==> config.mk <==
export PLATFORM = sky130hd
export DESIGN_NAME = port_remapper
export DESIGN_NICKNAME = d
export VERILOG_FILES = /design/src/rtl/rmp_pkg.sv /design/src/rtl/rmp_state.sv /design/src/rtl/rmp_perm.sv /design/src/rtl/rmp_xbar.sv /design/src/rtl/port_remapper.sv
export SDC_FILE = /design/constraint.sdc
export NUM_CORES = 1
export LEC_CHECK = 0
export BUFFER_PORTS_ARGS = -buffer_cell sky130_fd_sc_hd__buf_2
export CORE_AREA = 2 2 219 221
export DETAILED_ROUTE_END_ITERATION = 16
export DIE_AREA = 0 0 221 223
export GPL_TIMING_DRIVEN = 0
export PLACE_DENSITY = 0.52
export SLEW_MARGIN = 20
export SYNTH_ARGS = -nofsm -noshare
export SYNTH_HDL_FRONTEND = slang
export SYNTH_SLANG_ARGS = --single-unit
==> constraint.sdc <==
create_clock -name clk_i -period 2.6 [get_ports clk_i]
set_input_delay 0.52 -clock clk_i [delete_from_list [all_inputs] [get_ports clk_i]]
set_output_delay 0.52 -clock clk_i [all_outputs]
set_load 0.01 [all_outputs]
==> src/rtl/rmp_pkg.sv <==
package rmp_pkg;
  typedef enum logic {
    MIX_XOR = 1'b0,
    MIX_ADD = 1'b1
  } mix_e;
endpackage

==> src/rtl/rmp_state.sv <==
module rmp_state #(
  parameter int unsigned           LFSR_W     = 16,
  parameter logic [LFSR_W-1:0]     TAPS       = 16'hB400,
  parameter logic [LFSR_W-1:0]     RESET_SEED = 16'hACE1
) (
  input  logic              clk_i,
  input  logic              rst_ni,
  input  logic              seed_load_i,
  input  logic [LFSR_W-1:0] seed_i,
  output logic [LFSR_W-1:0] state_o
);
  localparam logic [LFSR_W-1:0] ONE = LFSR_W'(1);

  logic [LFSR_W-1:0] state_q, state_d, step;

  assign step = (state_q >> 1) ^ (state_q[0] ? TAPS : '0);

  always_comb begin
    state_d = step;
    if (seed_load_i) state_d = (seed_i == '0) ? ONE : seed_i;
  end

  always_ff @(posedge clk_i or negedge rst_ni) begin
    if (!rst_ni) state_q <= RESET_SEED;
    else         state_q <= state_d;
  end

  assign state_o = state_q;
endmodule

==> src/rtl/rmp_perm.sv <==
module rmp_perm
  import rmp_pkg::*;
#(
  parameter int unsigned NUM_PORTS = 8,
  parameter int unsigned OFFSET    = 0,
  parameter mix_e        MIX_MODE  = MIX_XOR,
  localparam int unsigned LOG_N    = $clog2(NUM_PORTS)
) (
  input  logic [LOG_N-1:0]                 key_i,
  output logic [NUM_PORTS-1:0][LOG_N-1:0]  dst_idx_o,
  output logic [NUM_PORTS-1:0][LOG_N-1:0]  src_idx_o
);
  localparam logic [LOG_N-1:0] OFF = LOG_N'(OFFSET % NUM_PORTS);

  generate
    if (MIX_MODE == MIX_XOR) begin : g_xor
      always_comb begin
        for (int p = 0; p < NUM_PORTS; p++) begin
          dst_idx_o[p] = (LOG_N'(p) ^ key_i) + OFF;
          src_idx_o[p] = (LOG_N'(p) - OFF) ^ key_i;
        end
      end
    end else begin : g_add
      always_comb begin
        for (int p = 0; p < NUM_PORTS; p++) begin
          dst_idx_o[p] = LOG_N'(p) + key_i + OFF;
          src_idx_o[p] = LOG_N'(p) - key_i - OFF;
        end
      end
    end
  endgenerate
endmodule

==> src/rtl/rmp_xbar.sv <==
module rmp_xbar #(
  parameter int unsigned NUM_PORTS = 8,
  parameter int unsigned DATA_W    = 32,
  localparam int unsigned LOG_N    = $clog2(NUM_PORTS)
) (
  input  logic [NUM_PORTS-1:0][LOG_N-1:0]  dst_idx_i,
  input  logic [NUM_PORTS-1:0][LOG_N-1:0]  src_idx_i,
  input  logic [NUM_PORTS-1:0]             port_valid_i,
  input  logic [NUM_PORTS-1:0][DATA_W-1:0] port_data_i,
  output logic [NUM_PORTS-1:0]             port_ready_o,
  output logic [NUM_PORTS-1:0]             rtr_valid_o,
  output logic [NUM_PORTS-1:0][DATA_W-1:0] rtr_data_o,
  input  logic [NUM_PORTS-1:0]             rtr_ready_i
);
  for (genvar r = 0; r < NUM_PORTS; r++) begin : g_fwd
    assign rtr_valid_o[r] = port_valid_i[src_idx_i[r]];
    assign rtr_data_o[r]  = port_data_i[src_idx_i[r]];
  end

  for (genvar p = 0; p < NUM_PORTS; p++) begin : g_bwd
    assign port_ready_o[p] = rtr_ready_i[dst_idx_i[p]];
  end
endmodule

==> src/rtl/port_remapper.sv <==
module port_remapper
  import rmp_pkg::*;
#(
  parameter int unsigned         NUM_PORTS  = 8,
  parameter int unsigned         DATA_W     = 32,
  parameter int unsigned         LFSR_W     = 16,
  parameter logic [LFSR_W-1:0]   TAPS       = 16'hB400,
  parameter logic [LFSR_W-1:0]   RESET_SEED = 16'hACE1,
  parameter int unsigned         INST_ID    = 0,
  parameter int unsigned         STRIDE     = 1,
  parameter mix_e                MIX_MODE   = MIX_XOR
) (
  input  logic                             clk_i,
  input  logic                             rst_ni,
  input  logic                             seed_load_i,
  input  logic [LFSR_W-1:0]                seed_i,
  input  logic [NUM_PORTS-1:0]             port_valid_i,
  input  logic [NUM_PORTS-1:0][DATA_W-1:0] port_data_i,
  output logic [NUM_PORTS-1:0]             port_ready_o,
  output logic [NUM_PORTS-1:0]             rtr_valid_o,
  output logic [NUM_PORTS-1:0][DATA_W-1:0] rtr_data_o,
  input  logic [NUM_PORTS-1:0]             rtr_ready_i
);
  localparam int unsigned LOG_N  = $clog2(NUM_PORTS);
  localparam int unsigned OFFSET = (INST_ID * STRIDE) % NUM_PORTS;

  logic [LFSR_W-1:0]                lfsr_state;
  logic [NUM_PORTS-1:0][LOG_N-1:0]  dst_idx, src_idx;

  rmp_state #(
    .LFSR_W(LFSR_W), .TAPS(TAPS), .RESET_SEED(RESET_SEED)
  ) i_state (
    .clk_i, .rst_ni, .seed_load_i, .seed_i, .state_o(lfsr_state)
  );

  rmp_perm #(
    .NUM_PORTS(NUM_PORTS), .OFFSET(OFFSET), .MIX_MODE(MIX_MODE)
  ) i_perm (
    .key_i(lfsr_state[LOG_N-1:0]), .dst_idx_o(dst_idx), .src_idx_o(src_idx)
  );

  rmp_xbar #(
    .NUM_PORTS(NUM_PORTS), .DATA_W(DATA_W)
  ) i_xbar (
    .dst_idx_i(dst_idx), .src_idx_i(src_idx),
    .port_valid_i, .port_data_i, .port_ready_o,
    .rtr_valid_o, .rtr_data_o, .rtr_ready_i
  );
endmodule

==> results of run 1 <==
[worst min path at each step]
stage | start | to | slack, ns | depth (start not counted)
after floorplan | rst_ni | i_state.state_o[12] | 0.22 | 0
after global placement | rst_ni | i_state.state_o[9] | 0.45 | 1
after detailed placement | rst_ni | i_state.state_o[14] | 0.46 | 1
after CTS | rst_ni | i_state.state_o[14] | 0.20 | 1
after global routing | rst_ni | i_state.state_o[14] | 0.21 | 1
final | rst_ni | i_state.state_o[9] | 0.19 | 1
[what timing repair did]
action                     4_1_cts  5_1_grt
cloned                           0        5
setup endpoints to repair      272      272
resized for setup              139      242
setup buffers                    2        3
[layer usage]
layer  up-vias  wire, um  global-route usage
li1       4280         -                   -
met1      5701     22700               0.269
met2       776     28400               0.368
met3       108      4410              0.0424
met4         2      1790              0.0647
met5         -        13                   0
[kinds of logic after synthesis]
kind of cell	Yosys count	synth area share
xor gates and xnor gates	3	0.00239
muxes	556	0.898
and+or+nand+nor	9	0.00421
DFF	16	0.0373
AOI/OAI and AO/OA	4	0.00193
buffers and inverters	94	0.0565
[cell usage in the layout, fill, tap and decap left out, types with 4 or more instances in the layout]
cell,instances
buf_12,28
buf_2,529
buf_4,29
buf_6,49
buf_8,10
clkbuf_16,8
clkbuf_4,5
dfrtp_1,7
dfstp_2,8
mux2_2,135
mux2_4,149
mux4_1,31
mux4_2,241
nor4_1,4
[area by class of cell]
type	instances	area share
Multi-Input combinational cell	572	0.641
Sequential cell	16	0.0261
Timing Repair Buffer	571	0.204
Antenna cell	2	0.000318
Clock buffer	4	0.00564
Inverter	1	0.000238
Tap cell	615	0.0489
Buffer	92	0.0737
[stage by stage]
| step | TNS [ns] | area [um2] | power (mW) |
|---|---|---|---|
| floorplan | 0 | 11000 | 3.56 |
| global placement | -124.88 | 14600 | 5.57 |
| detailed placement | -122.14 | 14600 | 5.59 |
| CTS | -15.42 | 15000 | 6.06 |
| global route | -17.94 | 15700 | 6.81 |
| finish | -9.57 | 15700 | 6.54 |
[power by group through the flow]
| stage | registers, mW | logic, mW | clock network (mW) |
|---|---|---|---|
| after detailed placement | 0.302 | 5.28 | 0 |
| final | 0.299 | 5.91 | 0.333 |
| after CTS | 0.301 | 5.43 | 0.336 |
| after global placement | 0.301 | 5.27 | 0 |
| after global routing | 0.302 | 6.16 | 0.348 |
| after floorplan | 0.298 | 3.26 | 0 |
==> flow_summary.toml, run 1 <==
[status]
status = "finished with violations"
violations = "negative setup slack"

[placement]
dp_cells = 1858
place_ws_ns = -0.733
place_congestion = 0.940
hpwl_um = 44100
port_buffers = 561

[layout]
syn_to_final_growth_pct = 43.1
multi_input_area_um2 = 10100
fillCellCount = 4759
largest_reg_flops = 16
drive_gt1_frac = 0.955
fin_cells = 1873
post-route-util = 0.334
regArea_um2 = 412
nets = 1548

[clock_tree]
clock_sinks = 16
clk_latency_ns = 0.24
clk_path_buf_depth = 2
cts-root-buf = "clkbuf_16"
htreeDepth = 1
cts_made_buffers = 3
cts_tree = "built"
hold_buffers = 0
path_clk_slew_ns = 0.05

[critical_path]
worstRegToRegCells = 4
cp_num_buf_inv = 4
r2r_setup_slack_ns = 1.06
critical_path_cell_count = 6
reg2reg_from = "i_state.state_o[2]"
slowest_stage = "mux4_2"
crit_end = "rtr_data_o[227]"
critPathCaptureType = "output port"
worstSetupStartpoint = "i_state.state_o[1]"
arrival_ns = 2.19
cp.required_ns = 2.08
worst-setup-path-type = "flip-flop to output port"
r2r-end = "i_state.state_o[1]"
crit_fanout = 10
worstSetupStartpointType = "flip-flop"
critPathTopFamily = "multiplexers"
crit_path_cell_trace = "buf_6 -> clkbuf_16 -> buf_12 -> mux2_4 -> mux4_2 -> buf_2"
max_stage_delay_ns = 0.51

[synthesis]
syn-num-nets = 973
synth_most_common_cell = "mux2_2"
ys_top_cells_by_area = "mux4_2, mux2_2, mux4_1, mux2_4, buf_6"
yosysTopAreaCellShare = 0.374
avgSynthCellArea_um2 = 16.1
syn_area_um2 = 11000
synthArstFlopShare = 1.00
synth_edf_count = 0
synth_cell_types = 19
ys.flop_type = "dfstp_2"
synth_warnings = 0
synth_seq_cells = 16
synth_top_area_cell = "mux4_2"
yosys-top-cells-count = "mux2_2, mux4_2, mux4_1, mux2_4, buf_2"
yosysSeqAreaShare = 0.0373
synthCells = 682

[grt]
grtUsageTotal = 0.213
grt-ovfl-total = 0
grt_pass1_wl_um = 77800
grt_max_degree = 17
grt_pass1_vias = 11100
antenna_found_initial = 3

[route]
totalWireLength_um = 57300
drc = 0
route.vias.total = 10900
drt_pre_antenna_iters = 5
wl_per_cell_um = 30.6
via_per_inst = 5.80
antenna_left = 0
drtIter0Drc = 777

[timing]
slew_headroom = 0.655
setup_viol_count_final = 252
worst_pin_slew_ns = 0.518
fin_crit_sh = 1.04
max_freq_mhz = 370
setup_ws_ns = -0.106
min_period_ns = 2.71
rsz0062_at_grt = "yes"
hold_viol = 0
timing.hold.ws_ns = 0.189
fin_skew_ns = 0.00231
drv_slew = 0

[die]
die_h_um = 223
start_util = 0.233
core_um2 = 47100
rows = 80
num_io_pins = 563
fp.dieW_um = 221
dieArea_um2 = 49300

[power]
power_frac_seq = 0.046
p_int_mw = 3.61
sw_frac_of_total = 0.449
irDropWorstVdd_v = 0.000293
pwr-share-clk = 0.051
powerDensity_nw_per_um2 = 416
p_leak_nw = 6.86
p_sw_mw = 2.94
p_comb_frac = 0.903

[hold_path]
hold_class = "input port to async pin"

[job]
cap_violations = 0
No activity file was read; power rests on OpenSTA's default activity.
==> run 2, diff against run 1 <==
Settings changed: BUFFER_PORTS_ARGS -buffer_cell sky130_fd_sc_hd__buf_2 to -buffer_cell sky130_fd_sc_hd__buf_4, CORE_AREA 2 2 219 221 to 2 2 221 223, DIE_AREA 0 0 221 223 to 0 0 223 225, PLACE_DENSITY 0.52 to 0.66, SYNTH_HIERARCHICAL set to 1.
==> flow_summary.toml, run 2 <==
[status]
status = "finished with violations"
violations = "negative setup slack"

[synthesis]
synth_warnings = 6
ys_top_cells_by_area = "mux4_2, mux2_2, mux4_1, buf_4, buf_6"
yosysSeqAreaShare = 0.0233
synth_top_area_cell = "mux4_2"
synthArstFlopShare = 1.00
ys.flop_type = "dfstp_2"
synth_seq_cells = 16
synthCells = 1055
yosysTopAreaCellShare = 0.620
syn-num-nets = 1346
synth_cell_types = 21
yosys-top-cells-count = "mux4_2, mux2_2, mux4_1, clkbuf_1"
synth_most_common_cell = "mux4_2"
avgSynthCellArea_um2 = 16.7
synth_edf_count = 0
syn_area_um2 = 17600

[clock_tree]
htreeDepth = 1
hold_buffers = 0
clk_path_buf_depth = 2
clk_latency_ns = 0.25
clock_sinks = 16
path_clk_slew_ns = 0.05
cts_tree = "built"
cts-root-buf = "clkbuf_16"
cts_made_buffers = 3

[power]
powerDensity_nw_per_um2 = 393
p_sw_mw = 4.14
sw_frac_of_total = 0.422
pwr-share-clk = 0.033
irDropWorstVdd_v = 0.000192
p_int_mw = 5.67
p_comb_frac = 0.935
power_mw = 9.80
power_frac_seq = 0.032
p_leak_nw = 9.93

[critical_path]
worstSetupStartpointType = "flip-flop"
arrival_ns = 2.50
slowest_stage = "dfstp_4"
cp.required_ns = 2.08
worst-setup-path-type = "flip-flop to output port"
crit_path_cell_trace = "clkinvlp_4 -> buf_6 -> buf_16 -> clkbuf_16 -> mux4_2 -> mux2_4 -> buf_4"
max_stage_delay_ns = 0.68
reg2reg_from = "i_state/state_o[0]"
critPathTopFamily = "buffers and inverters"
crit_fanout = 6
worstSetupStartpoint = "i_state/state_o[0]"
critPathCaptureType = "output port"
cp_num_buf_inv = 5

[grt]
grtUsageTotal = 0.327
antenna_found_initial = 5
grt-ovfl-total = 0
grt_pass1_wl_um = 119000
grt_max_degree = 17
grt_pass1_vias = 16500

[layout]
largest_reg_flops = 16
nets = 1963
drive_gt1_frac = 0.959
final_common_cell = "buf_4"
fin_cells = 2290
mostFrequentLayoutCells = "buf_4, mux4_2, mux2_2"
syn_to_final_growth_pct = 42.0
stdcell_area_um2 = 25000
post-route-util = 0.525

[route]
wl_per_cell_um = 38.1
drc = 0
drtIter0Drc = 2427
antenna_left = 0
drt_pre_antenna_iters = 8
totalWireLength_um = 87400
route.vias.total = 16800
via_per_inst = 7.33

[timing]
worst_pin_slew_ns = 0.886
timing.setup.tns_ns = -95.60
max_freq_mhz = 331
timing.hold.ws_ns = 0.124
drv_slew = 0
min_period_ns = 3.02
hold_viol = 0
setup_ws_ns = -0.419
rsz0062_at_grt = "yes"
setup_viol_count_final = 272
slew_headroom = 0.409
fin_crit_sh = 1.16
fin_skew_ns = 0.00428

[placement]
place_ws_ns = -1.19
hpwl_um = 60000
port_buffers = 561
placed_cell_area_um2 = 22600
dp_cells = 2231
place_congestion = 0.927

[die]
start_util = 0.370
core_um2 = 47500
die_h_um = 225
num_io_pins = 563
fp.dieW_um = 223
rows = 80
dieArea_um2 = 50200

[hold_path]
hold_class = "input port to async pin"

[job]
cap_violations = 0
run 2: cell type report:
type	instances	area (um2)
tap	615	769
timing repair buffer	619	5560
clock buffer	4	88.8
sequential	16	415
antenna	4	10.0
buffer	184	1960
multi-input combinational	844	16100
fill	3925	22600
inverter	4	22.5
run 2: timing repair:
action | 4_1_cts | 5_1_grt
gates resized for setup | 253 | 187
cloned | 8 | 18
setup buffers | 15 | 17
endpoints found under the setup margin | 272 | 272
run 2: worst paths after layout:
kind / endpoint / slack (ns) / cells past startpoint
worst max-delay path: rtr_data_o[56] / -0.42 / 7
worst min-delay path: i_state/state_o[4] / 0.12 / 1
worst max register to register: i_state/state_o[13] / 1.38 / 3
worst min register to register: i_state/state_o[8] / 0.45 / 1
max in group asynchronous: i_state/state_o[6] / 2.23 / 1
min in group clk_i: i_state/state_o[8] / 0.45 / 1
run 2: kinds of logic after synthesis:
logic type / Yosys count / share of synthesized area
and+or+nand+nor: 9 / 0.00406
buffers and inverters: 195 / 0.0786
muxes: 828 / 0.891
DFF: 16 / 0.0233
AOI/OAI and AO/OA: 4 / 0.00121
xor gates and xnor gates: 3 / 0.00149
run 2: metal layers:
| layer | GRT usage | wire, um |
|---|---|---|
| met1 | 0.428 | 31000 |
| met2 | 0.542 | 43000 |
| met3 | 0.0772 | 9760 |
| met4 | 0.101 | 3650 |
| met5 | 0 | 23 |
run 2: power by group through the flow:
| stage | combinational, mW | sequential, mW | clock [mW] |
|---|---|---|---|
| 4_1_cts | 8.43 | 0.311 | 0.332 |
| 2_1_floorplan | 4.60 | 0.305 | 0 |
| 5_1_grt | 9.44 | 0.314 | 0.350 |
| 3_3_place_gp | 7.86 | 0.317 | 0 |
| 3_5_place_dp | 7.92 | 0.318 | 0 |
| 6_report | 9.17 | 0.310 | 0.324 |
==> run 3, diff against run 2 <==
Settings changed: MAX_ROUTING_LAYER set to met4.
==> flow_summary.toml, run 3 (same netlist as run 2, synthesis figures left out) <==
[timing]
worst_pin_slew_ns = 0.853
setup_viol_count_final = 272
setup_ws_ns = -0.419
slew_headroom = 0.431
fin_skew_ns = 0.00246
fin_crit_sh = 1.16
min_period_ns = 3.02
max_freq_mhz = 331
drv_slew = 0
hold_viol = 0
rsz0062_at_grt = "yes"
timing.setup.tns_ns = -90.32

[grt]
grtUsageTotal = 0.335
grt_max_degree = 17
grt_pass1_vias = 16600
antenna_found_initial = 4
grt-ovfl-total = 0
grt_pass1_wl_um = 119000

[route]
route.vias.total = 16800
drt_pre_antenna_iters = 5
drc = 0
antenna_left = 0
totalWireLength_um = 87900
drtIter0Drc = 2340
via_per_inst = 7.34
wl_per_cell_um = 38.4

[die]
fp.dieW_um = 223
dieArea_um2 = 50200
num_io_pins = 563
rows = 80
start_util = 0.370
die_h_um = 225
core_um2 = 47500

[power]
power_mw = 10.1
sw_frac_of_total = 0.417
p_int_mw = 5.89
powerDensity_nw_per_um2 = 397
power_frac_seq = 0.031
pwr-share-clk = 0.032
irDropWorstVdd_v = 0.000310
p_comb_frac = 0.937
p_sw_mw = 4.21
p_leak_nw = 10.1

[critical_path]
crit_fanout = 8
worstSetupStartpointType = "flip-flop"
critPathCaptureType = "output port"
worst-setup-path-type = "flip-flop to output port"
cp.required_ns = 2.08
arrival_ns = 2.50

[clock_tree]
htreeDepth = 1
cts_tree = "built"
clk_latency_ns = 0.24
cts_made_buffers = 3
clk_path_buf_depth = 2
path_clk_slew_ns = 0.05
clock_sinks = 16
cts-root-buf = "clkbuf_16"

[layout]
largest_reg_flops = 16
multi_input_area_um2 = 16200
mostFrequentLayoutCells = "mux4_2, buf_4, buf_6"
final_common_cell = "mux4_2"
regArea_um2 = 415
nets = 1964
fillCellCount = 3943
syn_to_final_growth_pct = 44.6
drive_gt1_frac = 0.969

[placement]
place_congestion = 0.933
place_ws_ns = -1.22
hpwl_um = 60100
port_buffers = 561

[status]
violations = "negative setup slack"
status = "finished with violations"

[job]
cap_violations = 0

[hold_path]
hold_class = "input port to async pin"
run 3: cell count changes in the layout (fill, tap and decap cells not counted), sizes merged:
| cell | change |
|---|---|
| buf | -1 |
| bufbuf | -4 |
| clkbuf | +6 |
run 3: through the flow:
| step | hold slack (ns) | area [um2] | cells | utilization |
|---|---|---|---|---|
| after floorplan | 0.224 | 17600 | 1055 | - |
| after global placement | 0.385 | 22600 | 2231 | 0.475 |
| after detailed placement | 0.387 | 22600 | 2231 | 0.475 |
| after CTS | 0.132 | 24300 | 2259 | 0.511 |
| after global routing | 0.141 | 25400 | 2291 | 0.535 |
| final | 0.126 | 25400 | 2291 | 0.535 |
run 3: cell type report:
| cell class | instances | area share |
|---|---|---|
| Clock buffer | 4 | 0.00349 |
| Inverter | 4 | 0.000886 |
| Antenna cell | 4 | 0.000394 |
| Timing Repair Buffer | 622 | 0.233 |
| Sequential cell | 16 | 0.0163 |
| Buffer | 182 | 0.0773 |
| Multi-Input combinational cell | 844 | 0.638 |
| Tap cell | 615 | 0.0303 |
run 3: metal layers:
metal	GRT usage	vias to the layer above	wire, um
li1	-	6204	-
met1	0.424	8743	31000
met2	0.541	1607	43300
met3	0.0679	265	10100
met4	0.114	0	3510
met5	-	-	0
run 3: path summary, 6_finish.rpt:
| check | startpoint | to | slack (ns) | cells past startpoint |
|---|---|---|---|---|
| hold / removal | rst_ni | i_state/state_o[3] | 0.13 | 1 |
| max in group asynchronous | rst_ni | i_state/state_o[7] | 2.22 | 1 |
| setup / recovery | i_state/state_o[0] | rtr_data_o[131] | -0.42 | 6 |
| setup reg to reg | i_state/state_o[0] | i_state/state_o[13] | 1.39 | 3 |
| min in group clk_i | i_state/state_o[9] | i_state/state_o[8] | 0.46 | 1 |
| hold reg to reg | i_state/state_o[9] | i_state/state_o[8] | 0.46 | 1 |
run 3: what timing repair did:
item,in CTS,in global routing
buffers inserted,22,11
hold endpoints to repair,0,0
gates cloned,9,23
setup endpoints to repair,272,272
hold buffers,0,0
resized for setup,433,148
run 3: critical path: stages, from the launching register on:
cell and delay (ns):
dfstp_4 0.68, buf_4 0.16, buf_12 0.16, bufbuf_16 0.29, mux4_2 0.50, mux2_2 0.30
buf_4 0.15
run 3: power by group through the flow:
stage                     clock network [mW]  registers [mW]  logic [mW]
after floorplan                            0           0.305        4.60
final                                  0.324           0.311        9.46
after CTS                              0.327           0.312        8.81
after global routing                   0.340           0.314        9.74
after detailed placement                   0           0.319        7.92
after global placement                     0           0.318        7.86
